**config.mk**
```make
export PLATFORM = sky130hd
export DESIGN_NAME = hw_mute_seq
export DESIGN_NICKNAME = d
export VERILOG_FILES = /design/src/rtl/hw_mute_seq.sv
export SDC_FILE = /design/constraint.sdc
export NUM_CORES = 1
export LEC_CHECK = 0
export BUFFER_PORTS_ARGS = -buffer_cell sky130_fd_sc_hd__clkbuf_2
export CAP_MARGIN = 15
export CORE_ASPECT_RATIO = 1.75
export CORE_MARGIN = 2
export CORE_UTILIZATION = 25
export DETAILED_ROUTE_END_ITERATION = 8
export SYNTH_ARGS = -nofsm -noshare
export SYNTH_HDL_FRONTEND = slang
export SYNTH_SLANG_ARGS = --single-unit
```
**constraint.sdc**
```tcl
create_clock -name clk -period 4 [get_ports clk]
set_clock_uncertainty 0.1 [all_clocks]
set_input_delay 0.2 -clock clk [delete_from_list [all_inputs] [get_ports clk]]
set_output_delay 0.2 -clock clk [all_outputs]
set_load 0.05 [all_outputs]
```
**src/rtl/hw_mute_seq.sv**
```systemverilog
module hw_mute_seq #(
  parameter int POR_CYC      = 5000,
  parameter int MIN_MUTE_CYC = 100000
) (
  input  logic clk,
  input  logic rst_n,
  input  logic mute_n,
  input  logic supply_ok,
  input  logic cal_busy,
  input  logic zc_ack,
  output logic reg_clear,
  output logic cal_start,
  output logic out_disc,
  output logic wr_inhibit,
  output logic unmute_req
);

  localparam int MAXC = (POR_CYC > MIN_MUTE_CYC) ? POR_CYC : MIN_MUTE_CYC;
  localparam int CW   = $clog2(MAXC + 1);
  localparam logic [CW-1:0] POR_LAST = CW'(POR_CYC - 1);
  localparam logic [CW-1:0] MIN_LAST = CW'(MIN_MUTE_CYC - 1);
  localparam logic [CW-1:0] CNT_TOP  = CW'(MAXC);

  typedef enum logic [2:0] {
    S_DIP, S_POR, S_CLR, S_CALGO, S_CAL, S_UNMUTE, S_RUN
  } state_t;

  state_t        st, st_nx;
  logic [CW-1:0] cnt;
  logic          cnt_zero;

  always_comb begin
    st_nx    = st;
    cnt_zero = 1'b0;
    if (!supply_ok) begin
      st_nx = S_DIP;
    end else begin
      case (st)
        S_DIP:    begin st_nx = S_POR; cnt_zero = 1'b1; end
        S_POR:    if (cnt == POR_LAST) begin st_nx = S_CLR; cnt_zero = 1'b1; end
        S_CLR:    st_nx = S_CALGO;
        S_CALGO:  st_nx = S_CAL;
        S_CAL:    if (cnt >= MIN_LAST && !cal_busy && mute_n) st_nx = S_UNMUTE;
        S_UNMUTE: if (!mute_n) begin st_nx = S_CLR; cnt_zero = 1'b1; end
                  else if (zc_ack) st_nx = S_RUN;
        S_RUN:    if (!mute_n) begin st_nx = S_CLR; cnt_zero = 1'b1; end
        default:  st_nx = S_DIP;
      endcase
    end
  end

  always_ff @(posedge clk or negedge rst_n) begin
    if (!rst_n) begin
      st  <= S_POR;
      cnt <= '0;
    end else begin
      st <= st_nx;
      if (cnt_zero)            cnt <= '0;
      else if (cnt != CNT_TOP) cnt <= cnt + 1'b1;
    end
  end

  assign reg_clear  = (st == S_CLR);
  assign cal_start  = (st == S_CALGO);
  assign unmute_req = (st == S_UNMUTE);
  assign out_disc   = (st != S_RUN);
  assign wr_inhibit = (st == S_DIP) || (st == S_POR) || (st == S_CLR);

  a_r3_clear_then_cal: assert property (@(posedge clk) disable iff (!rst_n)
    reg_clear |=> (cal_start && !reg_clear));

  a_r4_mute_disconnects: assert property (@(posedge clk) disable iff (!rst_n)
    !mute_n |=> out_disc);

  a_r6_no_unmute_while_busy: assert property (@(posedge clk) disable iff (!rst_n)
    $rose(unmute_req) |-> !$past(cal_busy));

  a_r7_reconnect_on_ack: assert property (@(posedge clk) disable iff (!rst_n)
    $fell(out_disc) |-> ($past(zc_ack) && $past(unmute_req)));

  a_r8_dip_forces_mute: assert property (@(posedge clk) disable iff (!rst_n)
    !supply_ok |=> (out_disc && wr_inhibit && !unmute_req));

  a_r9_mute_withdraws_req: assert property (@(posedge clk) disable iff (!rst_n)
    (unmute_req && !mute_n && supply_ok) |=> (reg_clear && !unmute_req));

endmodule

```
## Word-level counts from Yosys, hierarchy flattened

Cells that the tools add are included.

- Order comparisons: 1
- Mux-type cells: 13
- Reduce and logical (&&, ||, !) cells: 9
- $add $sub $neg: 1
- Equality and inequality tests: 13

Operators by type and width:

| operator | count |
|---|---|
| two-way mux 17 bit | 2 |
| case mux 3 bit (7 select lines) | 1 |
| two-way mux 3 bit | 6 |
| adder 17 x 1 -> 17 bit (second input constant) | 1 |
| == test 17 x 13 -> 1 bit (second input constant) | 1 |
| >= comparator 17 bit (second input constant) | 1 |
| != test 17 bit (second input constant) | 1 |
| != test 3 bit (second input constant) | 4 |
| == test 3 bit (second input constant) | 3 |
| == test 3 x 2 -> 1 bit (second input constant) | 2 |
| != test 4 bit (second input constant) | 1 |
| AND reduction 4 bit | 1 |
| == test 3 x 1 -> 1 bit (second input constant) | 1 |
| logical NOT 3 bit | 1 |
| two-way mux 1 bit | 3 |
| case mux 1 bit (3 select lines) | 1 |
| logical AND 1 bit | 2 |
| logical OR 1 bit | 2 |
| nonzero test 2 bit | 1 |
| OR reduction 2 bit | 1 |
| logical NOT 1 bit | 1 |

- Register bits after elaboration: 20
- Bits of input ports: 6

## Longest topological paths before layout

- Depth in word-level cells: 6
- Depth in mapped cells: 8
- Mapped depth without buffers: 8

## Worst setup path before layout

No wires, ideal clock.

- Path type: register -> register
- Start point: register cnt[8]
- End point: register st[0]
- Path buffers: 1
- Setup time: 75 ps
- Cell stages (with the launch flop): 8
- Arrival: 1992 ps
- Slack: 1833 ps
- Path through: dfrtp_1 > buf_6 > or4b_4 > nor3_2 > o311a_1 > and4b_1 > a311oi_4 > mux2i_1

- Word-level cells in the longest chain between the ends: 5
- Elaborated cells on any way between the ends: 7

Ends and longest elaborated chain:

| what | RTL line | text |
|---|---|---|
| from (decl) | 29 | `logic [CW-1:0] cnt;` |
| from (signal assigned) | 59 | `else if (cnt != CNT_TOP) cnt <= cnt + 1'b1;` |
| >= comparator 17 bit | 43 | `S_CAL: if (cnt >= MIN_LAST && !cal_busy && mute_n) st_nx = S_UNMUTE;` |
| logical AND 1 bit (2 in a row) | 43 |  |
| != test 3 bit (no line) | -- |  |
| AND reduction 4 bit (no line) (*) | -- |  |
| to (signal assigned) | 57 | `st <= st_nx;` |
| to (decl) | 28 | `state_t st, st_nx;` |

Every way passes the cells marked *; elsewhere a longest branch is shown, timed or not.
A chain may end at the register's enable or synchronous reset.

## Worst setup path after layout

- Start point: register cnt[14]
- End point: register st[0]

Same word-level chain as after synthesis.

==> results.ini <==
[outcome]
status=finished clean

[final_layout]
drive_gt1_share_pct=12.42
layout_common_cells=26 x nor2_1, 19 x dfrtp_1, 13 x nand2_1
diodes=0
postLayoutCoreUtil_pct=28.58
ff_latch_area_um2=501.7
final_nets=166
final_common_cell=nor2_1
multi_input_area_um2=701.9
fillCellCount=530
area_growth_pct=11.58

[die]
fp.coreArea_um2=4935
die_x_um=57.75
die_area_um2=5662
start_util_pct=25.61
rows=34
io_pins=11
die_h_um=98.05

[power]
seq_power_share_pct=41.4
combPwrFrac_pct=38.1
sw_frac_of_total_pct=39.09
power_leakage_nw=0.6200
power_density_nw_per_um2=451.8
internal_power_mw=0.3880
power.switching_mw=0.2490
power_mw=0.6371
peakVddDrop_v=0.0002278
clkPwrFrac_pct=20.5

[critical_path]
cp_max_fo=4
worst_ep_required_time_ns=4.08
cp_num_buf_inv=0
cp_slowest_stage_delay_ns=0.42
critPathTopFamily=simple AND/OR/NAND/NOR gates
reg2reg_slack_ns=1.55
r2r_cells=6
cp-end-kind=flop
critical_path_arrival_ns=2.53
slowest_stage=dfrtp_1
timing.rr.end=st[0]
r2r-start=cnt[14]
cp_cell_sequence=or3_1 -> nor4_1 -> o221ai_1 -> and4b_1 -> a311oi_4 -> mux2i_1
crit_path_start_kind=flop
timing.critical_path.from=cnt[14]
path_class=flop to flop

[synthesis]
synth-main-ff-cell=dfrtp_1
ys_types=31
syn_avg_cell_area_um2=8.899
async_flop_share_pct=100.0
synth_top_area_share_pct=37.62
synthTopCellsByArea=dfrtp_1 38%, nor2_1 7.7%, ha_1 5.9%
netlist_area_um2=1264
synth_edf_count=0
synth_cells=142
synth_seq_area_share_pct=39.70
yosys.area.top_type=dfrtp_1
synth_seq_cells=20
yosysWarningCount=0
synth_nets=154

[drt]
drt_iter0_markers=24
routed_wl_um=2430
num_vias=1024
routedWlPerCell_um=11.74
firstDrtPassIters=4
post_drt_via_cell_ratio=4.947
ant_nets=0
post-route-drc-count=0

[clock_tree]
cts_buffers=3
postCtsResizedCells=0
cts_tree=built
clk_transition_reported_paths_ns=0.07
clockRootBuffer=clkbuf_8
insertion_delay_ns=0.25
htree_levels=1
cts.sinks=20
clk_path_buf_depth=2

[min_path]
holdPathStages=3
hold_start=supply_ok
min_to=st[0]
hp-class=primary input to flop

[timing]
finalCritPeriodShare_pct=61.25
whs_ns=0.1361
setup_tns_ns=0
rsz0062_at_grt=false
finalWorstSetupSlack_ns=1.550
max_freq_ghz=0.4082
slew_viol_final=0
fin_crit_ns=2.450
tightestPinTransition_ns=0.7826
hold_viol=0
setup_violations=0
slew-limit-headroom_pct=47.82

[placed_design]
dp_hpwl_um=1900
portBuffers=10
dp_worst_setup_slack_ns=1.513
gp_congestion=0.8365

[global_route]
antenna_found_initial=0
overflow=0
grt_max_degree=21
grt_pass1_wl_um=4319
first_global_vias=966
track_usage_pct=9.426

[flow_run]
maxCapViolCount=0

cell families (layout without fill, tap and decap cells):
logic type | after synthesis | in the layout | share of synthesized area (%)
and+or+nand+nor | 71 | 71 | 28.51
buffers and inverters | 13 | 24 | 4.752
muxes | 4 | 4 | 3.168
adders and majority gates | 6 | 6 | 5.940
DFF | 20 | 20 | 39.70
AOI/OAI and AO/OA | 14 | 14 | 8.219
xor gates and xnor gates | 14 | 14 | 9.703
sequential cells by signal (all words and copies together), names as in the netlist:
signal,flops
cnt,17
st,3
layout make-up:
class / instances / area share (%)
sequential: 20 / 35.58
inverter: 9 / 2.396
tap: 54 / 4.791
timing repair buffer: 11 / 4.259
multi-input combinational: 109 / 49.78
clock buffer: 4 / 3.194
tightest hold or removal path, stage by stage:
cell	delay (ns)
clkbuf_2	0.14
nand2_1	0.07
mux2i_1	0.06
power by group through the flow:
stage	Sequential, mW	Clock [mW]	Combinational (mW)
after floorplan	0.254	0	0.208
after global placement	0.267	0	0.243
after detailed placement	0.268	0	0.245
after CTS	0.264	0.138	0.248
after global routing	0.269	0.147	0.275
final	0.264	0.130	0.243
cells in the mapped netlist (all sizes together) (2+ instances only):
master,instances
nor2,26
dfrtp,19
nand2,13
inv,9
nand3,7
xnor2,7
xor2,7
ha,6
o21ai,6
a21oi,5
mux2i,4
nand4,4
nor3,4
and3,3
nor2b,3
nor4b,3
or3,3
buf,2
clkbuf,2
nor4,2
per-stage QoR:
| stage | std cells | cell area, µm² |
|---|---|---|
| floorplan | 142 | 1264 |
| global placement | 202 | 1355 |
| detailed placement | 202 | 1355 |
| CTS | 207 | 1410 |
| global route | 207 | 1410 |
| finish | 207 | 1410 |
worst max path at each step:
stage                     endpoint  slack (ns)  depth (start not counted)
after floorplan              st[0]        1.83                          7
after global routing         st[0]        1.43                          6
final                        st[0]        1.55                          6
after CTS                    st[0]        1.51                          6
after global placement       st[0]        1.58                          6
after detailed placement     st[0]        1.51                          6
per-layer routing:
layer / up-vias / routed length (µm) / track usage (%) / part of all wire (%)
li1: 507 / - / - / -
met1: 498 / 1008 / 11.06 / 41
met2: 15 / 1312 / 16.35 / 54
met3: 4 / 64 / 1.589 / 2.6
met4: 0 / 44 / 4.114 / 1.8
met5: - / 0 / 0 / 0
timing repair:
| item | CTS | global route |
|---|---|---|
| setup buffers | 0 | 0 |
| hold buffers | 1 | 0 |
| hold endpoints to repair | 19 | 0 |
No activity file was read; power rests on OpenSTA's default activity.
